## src/rtl/ls_link_pkg.sv

```systemverilog
package ls_link_pkg;

   typedef enum logic [1:0] {
      LN_SE0 = 2'b00,
      LN_J   = 2'b01,
      LN_K   = 2'b10,
      LN_SE1 = 2'b11
   } line_e;

   typedef enum logic [3:0] {
      ST_OFF,
      ST_UNCONN,
      ST_ATTACHED,
      ST_BUS_RST,
      ST_CHIRP_J,
      ST_CHIRP_K,
      ST_HS_PEND,
      ST_HS_RUN,
      ST_FIX_WAIT,
      ST_FIX_RUN
   } lnk_st_e;

   // states entered through a sensed pull-up
   function automatic logic st_pullup(lnk_st_e s);
      return (s == ST_ATTACHED) || (s == ST_BUS_RST) || (s == ST_CHIRP_J) ||
             (s == ST_CHIRP_K)  || (s == ST_HS_PEND) || (s == ST_HS_RUN);
   endfunction

   function automatic logic st_connected(lnk_st_e s);
      return st_pullup(s) || (s == ST_FIX_RUN);
   endfunction

   function automatic logic st_highspeed(lnk_st_e s);
      return (s == ST_HS_RUN) || (s == ST_FIX_RUN);
   endfunction

endpackage

```

## src/rtl/ls_in_sync.sv

```systemverilog
module ls_in_sync #(
   parameter int W      = 8,
   parameter int STAGES = 2
) (
   input  logic         clk,
   input  logic         rst_n,
   input  logic [W-1:0] d,
   output logic [W-1:0] q
);

   initial begin
      assert (W >= 1 && STAGES >= 0 && STAGES <= 4)
         else $fatal(1, "ls_in_sync: bad W or STAGES");
   end

   generate
      if (STAGES == 0) begin : g_bypass
         assign q = d;
      end else begin : g_chain
         logic [W-1:0] stg [STAGES];
         for (genvar i = 0; i < STAGES; i++) begin : g_stg
            if (i == 0) begin : g_first
               always_ff @(posedge clk or negedge rst_n) begin
                  if (!rst_n) stg[i] <= '0;
                  else        stg[i] <= d;
               end
            end else begin : g_next
               always_ff @(posedge clk or negedge rst_n) begin
                  if (!rst_n) stg[i] <= '0;
                  else        stg[i] <= stg[i-1];
               end
            end
         end
         assign q = stg[STAGES-1];
      end
   endgenerate

endmodule

```

## src/rtl/ls_rst_filter.sv

```systemverilog
module ls_rst_filter #(
   parameter int MIN_US = 20
) (
   input  logic clk,
   input  logic rst_n,
   input  logic pin_n,
   input  logic us_tick,
   output logic shut
);

   localparam int           CW  = $clog2(MIN_US + 1);
   localparam logic [CW-1:0] LIM = CW'(MIN_US);

   initial begin
      assert (MIN_US >= 1) else $fatal(1, "ls_rst_filter: MIN_US must be >= 1");
   end

   logic [CW-1:0] low_q;

   always_ff @(posedge clk or negedge rst_n) begin
      if (!rst_n)                   low_q <= '0;
      else if (pin_n)               low_q <= '0;
      else if (us_tick && low_q != LIM) low_q <= low_q + 1'b1;
   end

   assign shut = (low_q == LIM);

   // a released pin ends shutdown at once, so a short pulse never shuts
   p_release_clears_r7: assert property (@(posedge clk) disable iff (!rst_n)
      pin_n |=> !shut);
   p_shut_needs_low_r7: assert property (@(posedge clk) disable iff (!rst_n)
      $rose(shut) |-> !$past(pin_n));

endmodule

```

## src/rtl/ls_dur_timer.sv

```systemverilog
module ls_dur_timer #(
   parameter int SAT = 128
) (
   input  logic                       clk,
   input  logic                       rst_n,
   input  logic                       clr,
   input  logic                       us_tick,
   output logic [$clog2(SAT+1)-1:0]   cnt
);

   localparam int           CW    = $clog2(SAT + 1);
   localparam logic [CW-1:0] SAT_V = CW'(SAT);

   initial begin
      assert (SAT >= 1) else $fatal(1, "ls_dur_timer: SAT must be >= 1");
   end

   always_ff @(posedge clk or negedge rst_n) begin
      if (!rst_n)                     cnt <= '0;
      else if (clr)                   cnt <= '0;
      else if (us_tick && cnt != SAT_V) cnt <= cnt + 1'b1;
   end

   p_clear_r4: assert property (@(posedge clk) disable iff (!rst_n)
      clr |=> (cnt == '0));
   p_hold_no_tick_r4: assert property (@(posedge clk) disable iff (!rst_n)
      (!clr && !us_tick) |=> $stable(cnt));

endmodule

```

## src/rtl/ls_hs_link_det.sv

```systemverilog
module ls_hs_link_det
   import ls_link_pkg::*;
#(
   parameter int CHIRP_MIN_US = 18,
   parameter int CHIRP_MAX_US = 128,
   parameter int SE0_RST_US   = 3,
   parameter int RST_MIN_US   = 20,
   parameter int SYNC_STAGES  = 2
) (
   input  logic       clk,
   input  logic       rst_n,
   input  logic       pin_rst_n,
   input  logic       cfg_hold,
   input  logic       us_tick,
   input  logic [1:0] line_st,
   input  logic       pu_det,
   input  logic       squelch,
   input  logic       fixture_det,
   input  logic       tpkt_seen,
   output logic       conn_det,
   output logic       hs_active,
   output logic       comp_en
);

   localparam int           CNT_W  = $clog2(CHIRP_MAX_US + 1);
   localparam int           IN_W   = 8;
   localparam logic [CNT_W-1:0] SE0_LAST = CNT_W'(SE0_RST_US - 1);
   localparam logic [CNT_W-1:0] CH_MAX_V = CNT_W'(CHIRP_MAX_US);
   localparam logic [CNT_W-1:0] CH_MIN_V = CNT_W'(CHIRP_MIN_US);

   initial begin
      assert (CHIRP_MIN_US >= 1 && CHIRP_MIN_US <= CHIRP_MAX_US)
         else $fatal(1, "ls_hs_link_det: chirp limits out of order");
      assert (SE0_RST_US >= 1 && SE0_RST_US <= CHIRP_MAX_US)
         else $fatal(1, "ls_hs_link_det: SE0_RST_US out of range");
   end

   // ---------------- input synchronisation ----------------
   logic [IN_W-1:0] raw_in, syn_in;
   logic            pin_s, hold_s, pu_s, sq_s, fix_s, tp_s;
   line_e           ln_s;

   assign raw_in = {pin_rst_n, cfg_hold, line_st, pu_det, squelch, fixture_det, tpkt_seen};

   ls_in_sync #(.W(IN_W), .STAGES(SYNC_STAGES)) u_sync (
      .clk   (clk),
      .rst_n (rst_n),
      .d     (raw_in),
      .q     (syn_in)
   );

   assign pin_s  = syn_in[7];
   assign hold_s = syn_in[6];
   assign ln_s   = line_e'(syn_in[5:4]);
   assign pu_s   = syn_in[3];
   assign sq_s   = syn_in[2];
   assign fix_s  = syn_in[1];
   assign tp_s   = syn_in[0];

   // ---------------- enable pin filter ----------------
   logic shut;

   ls_rst_filter #(.MIN_US(RST_MIN_US)) u_filt (
      .clk     (clk),
      .rst_n   (rst_n),
      .pin_n   (pin_s),
      .us_tick (us_tick),
      .shut    (shut)
   );

   // ---------------- duration timer ----------------
   lnk_st_e          st_q, st_d;
   logic [CNT_W-1:0] dur;
   logic             dur_clr;
   logic             in_win, at_max;

   ls_dur_timer #(.SAT(CHIRP_MAX_US)) u_tmr (
      .clk     (clk),
      .rst_n   (rst_n),
      .clr     (dur_clr),
      .us_tick (us_tick),
      .cnt     (dur)
   );

   assign in_win  = (dur >= CH_MIN_V) && (dur <= CH_MAX_V);
   assign at_max  = us_tick && (dur == CH_MAX_V);
   assign dur_clr = (st_d != st_q) || ((st_q == ST_ATTACHED) && (ln_s != LN_SE0));

   // ---------------- link state machine ----------------
   always_comb begin
      st_d = st_q;
      if (shut) begin
         st_d = ST_OFF;
      end else if (st_q == ST_OFF || hold_s) begin
         st_d = ST_UNCONN;
      end else if (st_pullup(st_q) && !pu_s) begin
         st_d = ST_UNCONN;
      end else begin
         case (st_q)
            ST_UNCONN: begin
               if (pu_s)       st_d = ST_ATTACHED;
               else if (fix_s) st_d = ST_FIX_WAIT;
            end
            ST_ATTACHED: begin
               if (ln_s == LN_SE0 && us_tick && dur == SE0_LAST) st_d = ST_BUS_RST;
            end
            ST_BUS_RST: begin
               if (ln_s == LN_J)      st_d = ST_CHIRP_J;
               else if (ln_s == LN_K) st_d = ST_ATTACHED;
            end
            ST_CHIRP_J: begin
               if (ln_s != LN_J)  st_d = (ln_s == LN_K && in_win) ? ST_CHIRP_K : ST_ATTACHED;
               else if (at_max)   st_d = ST_ATTACHED;
            end
            ST_CHIRP_K: begin
               if (ln_s != LN_K)  st_d = in_win ? ST_HS_PEND : ST_ATTACHED;
               else if (at_max)   st_d = ST_ATTACHED;
            end
            ST_HS_PEND: begin
               if (sq_s)                                st_d = ST_HS_RUN;
               else if (ln_s == LN_J || ln_s == LN_K)   st_d = ST_ATTACHED;
            end
            ST_FIX_WAIT: begin
               if (!fix_s)     st_d = ST_UNCONN;
               else if (tp_s)  st_d = ST_FIX_RUN;
            end
            ST_FIX_RUN: begin
               if (!fix_s)     st_d = ST_UNCONN;
            end
            default: st_d = st_q;
         endcase
      end
   end

   always_ff @(posedge clk or negedge rst_n) begin
      if (!rst_n) st_q <= ST_OFF;
      else        st_q <= st_d;
   end

   assign conn_det  = st_connected(st_q);
   assign hs_active = st_highspeed(st_q);
   assign comp_en   = hs_active;

   // ---------------- assertions ----------------
   p_disc_clears_r1: assert property (@(posedge clk) disable iff (!rst_n)
      (st_pullup(st_q) && !pu_s) |=> (!conn_det && !hs_active));

   p_hs_entry_r4: assert property (@(posedge clk) disable iff (!rst_n)
      $rose(hs_active) |-> ($past(sq_s) || $past(tp_s)));

   p_chirp_window_r4: assert property (@(posedge clk) disable iff (!rst_n)
      (st_q == ST_HS_PEND && $past(st_q) == ST_CHIRP_K) |->
         ($past(dur) >= CH_MIN_V && $past(dur) <= CH_MAX_V));

   p_no_hs_from_attach_r2: assert property (@(posedge clk) disable iff (!rst_n)
      (st_q == ST_ATTACHED) |=> !hs_active);

   p_shutdown_r7: assert property (@(posedge clk) disable iff (!rst_n)
      shut |=> (!conn_det && !hs_active && !comp_en));

   p_hold_idle_r8: assert property (@(posedge clk) disable iff (!rst_n)
      (hold_s && !shut) |=> (!conn_det && !hs_active));

endmodule

```

## config.mk

```make
export PLATFORM = sky130hd
export DESIGN_NAME = ls_hs_link_det
export DESIGN_NICKNAME = d
export VERILOG_FILES = /design/src/rtl/ls_link_pkg.sv /design/src/rtl/ls_in_sync.sv /design/src/rtl/ls_rst_filter.sv /design/src/rtl/ls_dur_timer.sv /design/src/rtl/ls_hs_link_det.sv
export SDC_FILE = /design/constraint.sdc
export NUM_CORES = 1
export LEC_CHECK = 0
export ABC_AREA = 1
export ABC_CLOCK_PERIOD_IN_PS = 4000
export BUFFER_PORTS_ARGS = -buffer_cell sky130_fd_sc_hd__buf_2
export CAP_MARGIN = 5
export CORE_MARGIN = 1.5
export CORE_UTILIZATION = 47
export DETAILED_ROUTE_END_ITERATION = 7
export GPL_TIMING_DRIVEN = 1
export PLACE_DENSITY = 0.7
export SLEW_MARGIN = 5
export SYNTH_ARGS = -nofsm -noshare
export SYNTH_HDL_FRONTEND = slang
export SYNTH_SLANG_ARGS = --single-unit
```

## constraint.sdc

```tcl
create_clock -name clk -period 4 [get_ports clk]
set_clock_uncertainty 0.15 [all_clocks]
set_input_delay 0.6 -clock clk [delete_from_list [all_inputs] [get_ports clk]]
set_output_delay 0.6 -clock clk [all_outputs]
set_load 0.005 [all_outputs]
```

==> out/qor.yml, run 1 <==
yosysSeqAreaShare_pct: 42.1
cts.sinks: 33
cp_data_required_time_ns: 3.25
power_mw: 1.20
grt_pass1_vias: 1468
syn_area_per_cell_um2: 7.60
postCtsSetupBuffers: 0
fin_setup_tns_ns: 0
dp_hpwl_um: 2830
die_y_um: 67.6
crit_path_end_kind: "output pin"
synth_top_area_cell: "dfrtp_1"
cts_made_buffers: 5
initial_core_util_pct: 49.0
port_buffers: 13
avgViaCountPerCell: 4.90
maxSlewViolCount: 0
path_clk_slew_ns: 0.06
die-area_um2: 4570
clock_latency_ns: 0.27
holdCritPathClass: "reg -> reg"
holdWs_ns: 0.197
avgRoutedWirePerCell_um: 11.3
ys_types: 26
syn_inst: 258
n_antenna_cell: 0
fin_nets: 292
cts_tree: "done"
first_iter_violations: 101
yosysTopAreaCellShare_pct: 42.1
critPathArrivalTime_ns: 1.49
drtPass1Iterations: 4
tightestPinTransition_ns: 0.688
status: "completed"
hold_viol: 0
rows: 23
crit_type: "reg -> out"
startpoint: "st_q[3]"
fin_crit_sh_pct: 56.1
worstReg2RegStart: "st_q[3]"
final_cell_mix: "nand2_1, inv_1, dfrtp_1, nor2_1, nand3_1"
period_needed_ns: 2.24
critPathLaunchType: "flop"
crit_path_max_fanout: 11
syn_area_um2: 1960
final_area_um2: 2140
synth_nets: 276
hold_buffers: 0
layout-drive-gt1-share_pct: 19.0
maxCapViolCount: 0
boundaryPins: 14
grt_usage_pct: 18.5
yosysWarnings: 0
vias: 1586
total_leakage_power_nw: 1.09
overflow: 0
mostFrequentLayoutCell: "nand2_1"
fmax_ghz: 0.445
critical_path.endpoint: "comp_en"
gpl.final_weighted_congestion: 0.921
r2r_cells: 15
grt_max_degree: 34
rsz0062_at_grt: "false"
cts.path.max_buffers: 2
cts.htree.levels: 2
root_buffer: "clkbuf_8"
ir_drop_mv: 0.343
fin_util_pct: 53.6
area_growth_pct: 9.31
r2r-end: "u_tmr.cnt[5]"
fp.dieW_um: 67.6
power_density_nw_per_um2: 560
ys_seq_elements: 33
placed_area_um2: 2060
core_area_um2: 4000
antenna_left: 0
maxSlewHeadroom_pct: 54.1
drc: 0
wl_um: 3650
antenna_found_initial: 0
post_cts_resized: 0
setup_violations: 0
grt_pass1_wl_um: 6310
yosys-top-cells-area: "dfrtp_1, nand2_1, inv_1"
rrSetupSlack_ns: 1.79
per-stage QoR:
stage	instances	setup slack, ns
6_report	324	1.76
5_1_grt	324	1.50
4_1_cts	324	1.76
3_5_place_dp	317	1.83
3_3_place_gp	317	1.84
2_1_floorplan	258	2.14
critical path, cell delays in order, from the launching register on:
cell and delay [ns]:
dfrtp_1 0.50, inv_1 0.20, nand2_2 0.12, o21ai_0 0.24, buf_2 0.16
cells by family (layout without fill, tap and decap cells):
kind of cell | Yosys count | count (layout) | share of synthesized area [%]
DFF | 33 | 33 | 42.1
and+or+nand+nor | 143 | 143 | 35.1
xor gates and xnor gates | 5 | 5 | 2.23
AOI/OAI and AO/OA | 22 | 22 | 6.12
adders and majority gates | 7 | 7 | 4.46
buffers and inverters | 48 | 64 | 10.0
how the worst min path moves through the flow:
stage	to	start	slack, ns	cells after the start
3_3_place_gp	u_sync.q[4]	u_sync.g_chain.stg[12]	0.18	0
5_1_grt	u_sync.q[7]	u_sync.g_chain.stg[15]	0.20	0
4_1_cts	u_sync.q[6]	u_sync.g_chain.stg[14]	0.20	0
3_5_place_dp	u_sync.q[0]	u_sync.g_chain.stg[8]	0.19	0
6_report	u_sync.q[6]	u_sync.g_chain.stg[14]	0.20	0
2_1_floorplan	st_q[0]	rst_n	0.15	0
flip-flops by register name (all words and copies together), names as in the netlist:
name and flops:
u_tmr.cnt 8, u_sync.g_chain.stg 8, u_sync.q 8, st_q 4, u_filt.low_q 5
final cells by class:
type	count	area, µm²
clock buffer	7	86.3
fill	369	1860
inverter	44	165
multi-input combinational	177	940
sequential	33	826
tap	50	62.6
timing repair buffer	13	65.1
synth_stat cells:
cell	number
xor2_1	4
xnor2_1	1
nor4_4	1
a21oi_1	5
nand4_1	4
nand2_1	61
inv_1	36
inv_2	7
nor2_2	12
buf_6	1
nor2_8	1
o21ai_0	14
buf_2	1
o21ai_2	2
nand2_2	8
ha_1	7
buf_4	2
nand3b_1	1
clkinv_1	1
nor2_4	1
dfrtp_1	33
a211oi_1	1
nand3_4	1
nor2_1	27
nor3_1	7
nand3_1	19
layer usage:
metal,vias to the layer above,wire (µm),track usage (%)
li1,828,-,-
met1,711,1850,26.0
met2,38,1550,28.3
met3,9,182,3.67
met4,0,71,6.63
met5,-,0,0
report_power, final:
group	internal, mW	switching [mW]
sequential	0.364	0.0454
combinational	0.176	0.377
clock	0.136	0.103
(Power assumes the default switching activity.)
==> inputs of run 2 (changes only) <==
Settings changed: ABC_CLOCK_PERIOD_IN_PS 4000 to 2200.
Clock period 4 ns to 2.2 ns, I/O delays scaled along.
==> run 2 against run 1 <==
Compared with the run above:
- die area stayed put
- largest power group unchanged
- highest routed layer unchanged
- core utilization increased by 5.0 points
- global-route usage fell by 0.11 points
==> out/qor.yml, run 2 (synthesis gave the netlist of run 1 again) <==
fin_crit_sh_pct: 94.8
wl_um: 4080
port_buffers: 13
hold_viol: 0
cp_data_required_time_ns: 2.26
power_mw: 2.42
fin_nets: 308
maxSlewViolCount: 0
crit_type: "reg -> reg"
dp_hpwl_um: 2870
final_cell_mix: "nand2_1, dfrtp_1, inv_1, nor2_1, nand3_1"
final_area_um2: 2350
initial_core_util_pct: 49.0
crit_path_max_fanout: 8
crit_path_cell_trace: "nor2_4, inv_2, nand2_2, nand2_4, nor2_1, nand3_1, nor2_1, nand2_1, nand2_2, nand2_1, nand2_2, nand3_4, nor2_2"
holdCritPathClass: "in -> reg"
fmax_ghz: 0.480
status: "completed"
antenna_left: 0
avgRoutedWirePerCell_um: 12.0
root_buffer: "clkbuf_8"
cts.sinks: 33
maxCapViolCount: 0
dp.cells: 320
post-place-ws_ns: 0.0662
r2r_cells: 13
cts.htree.levels: 2
layout-drive-gt1-share_pct: 32.3
cts_made_buffers: 5
worstReg2RegStart: "st_q[2]"
boundaryPins: 14
cts.path.max_buffers: 2
r2r-end: "u_tmr.cnt[2]"
power_frac_seq_pct: 31.4
tightestPinTransition_ns: 0.702
critPathArrivalTime_ns: 2.15
fin_util_pct: 58.6
mostFrequentLayoutCell: "nand2_1"
cts_tree: "done"
path_clk_slew_ns: 0.06
die_y_um: 67.6
drc: 0
min-delay-start: "line_st[1]"
clock_latency_ns: 0.27
period_needed_ns: 2.08
fin_ws_ns: 0.115
rows: 23
swShare_pct: 44.3
nFillCells: 376
power_density_nw_per_um2: 1030
rrSetupSlack_ns: 0.12
path_common_cell: "nand2_2"
ir_drop_mv: 0.562
grt_usage_pct: 18.4
total_leakage_power_nw: 1.17
holdWs_ns: 0.00952
setup_violations: 0
critPathLaunchType: "flop"
drtPass1Iterations: 4
p_clk_share_pct: 17.2
pwr-share-comb_pct: 51.4
cp_slowest_cell: "dfrtp_2"
gpl.final_weighted_congestion: 0.884
hold_path_end: "u_sync.g_chain.stg[13]"
overflow: 0
cp_slowest_stage_delay_ns: 0.48
fin_setup_tns_ns: 0
n_antenna_cell: 0
grt_pass1_wl_um: 6320
p_int_mw: 1.35
crit_path_end_kind: "flop"
fp.dieW_um: 67.6
placed_area_um2: 2080
die-area_um2: 4570
whs_path_depth: 1
area_growth_pct: 19.6
vias: 1686
switchingPower_mw: 1.07
maxSlewHeadroom_pct: 53.2
grt_pass1_vias: 1459
avgViaCountPerCell: 4.94
core_area_um2: 4000
grt_max_degree: 34
instances_no_fill: 341
antenna_found_initial: 0
first_iter_violations: 92
## run 2: changes by cell type in the layout (fill, tap and decap cells not counted), sizes merged
cell         delta
buf            +13
dlygate4sd3     +3
clkinv          +2
clkbuf          -1
## run 2: how the worst max path moves through the flow
| stage | cells after the start | end | startpoint | slack [ns] |
|---|---|---|---|---|
| finish | 13 | u_tmr.cnt[2] | st_q[2] | 0.12 |
| detailed placement | 14 | u_tmr.cnt[4] | st_q[3] | 0.07 |
| floorplan | 16 | u_tmr.cnt[0] | u_tmr.cnt[0] | 0.34 |
| global route | 15 | u_tmr.cnt[2] | st_q[2] | -0.04 |
| global placement | 15 | u_tmr.cnt[4] | st_q[3] | 0.08 |
| CTS | 14 | u_tmr.cnt[4] | st_q[3] | 0.04 |
## run 2: metal layers
| metal | GRT usage (%) | up-vias | routed length (µm) |
|---|---|---|---|
| met5 | 0 | - | 0 |
| met4 | 6.12 | 0 | 51 |
| met3 | 3.00 | 6 | 112 |
| met2 | 29.4 | 33 | 1890 |
| met1 | 25.4 | 787 | 2030 |
| li1 | - | 860 | - |
## run 2: layout make-up
type	count	area [µm²]	area share (%)
clock inverters	2	10.0	0.427
well taps	50	62.6	2.67
clock buffers	6	72.6	3.09
repair buffers	29	193	8.21
flip-flops and latches	33	831	35.4
inverters	44	173	7.36
multi-input cells	177	1000	42.8
## run 2: power by group through the flow
stage                     Sequential (mW)  Combinational [mW]  Clock [mW]
after floorplan                     0.707               0.844           0
after global placement              0.745                1.02           0
after detailed placement            0.746                1.03           0
after CTS                           0.735                1.04       0.435
after global routing                0.767                1.38       0.458
final                               0.760                1.25       0.417
## run 2: worst max-delay path: cells and delay by family (launching register included)
kind	cells	cell delay, ns
buffers and inverters	1	0.07
AND/OR/NAND/NOR	12	1.30
flip-flops	1	0.48
## run 2: what timing repair did
action | in CTS | in global routing
resized for setup | 0 | 36
endpoints found under the setup margin | 0 | 8
endpoints found under the hold margin | 33 | 2
hold buffers | 1 | 2
setup buffers | 0 | 10
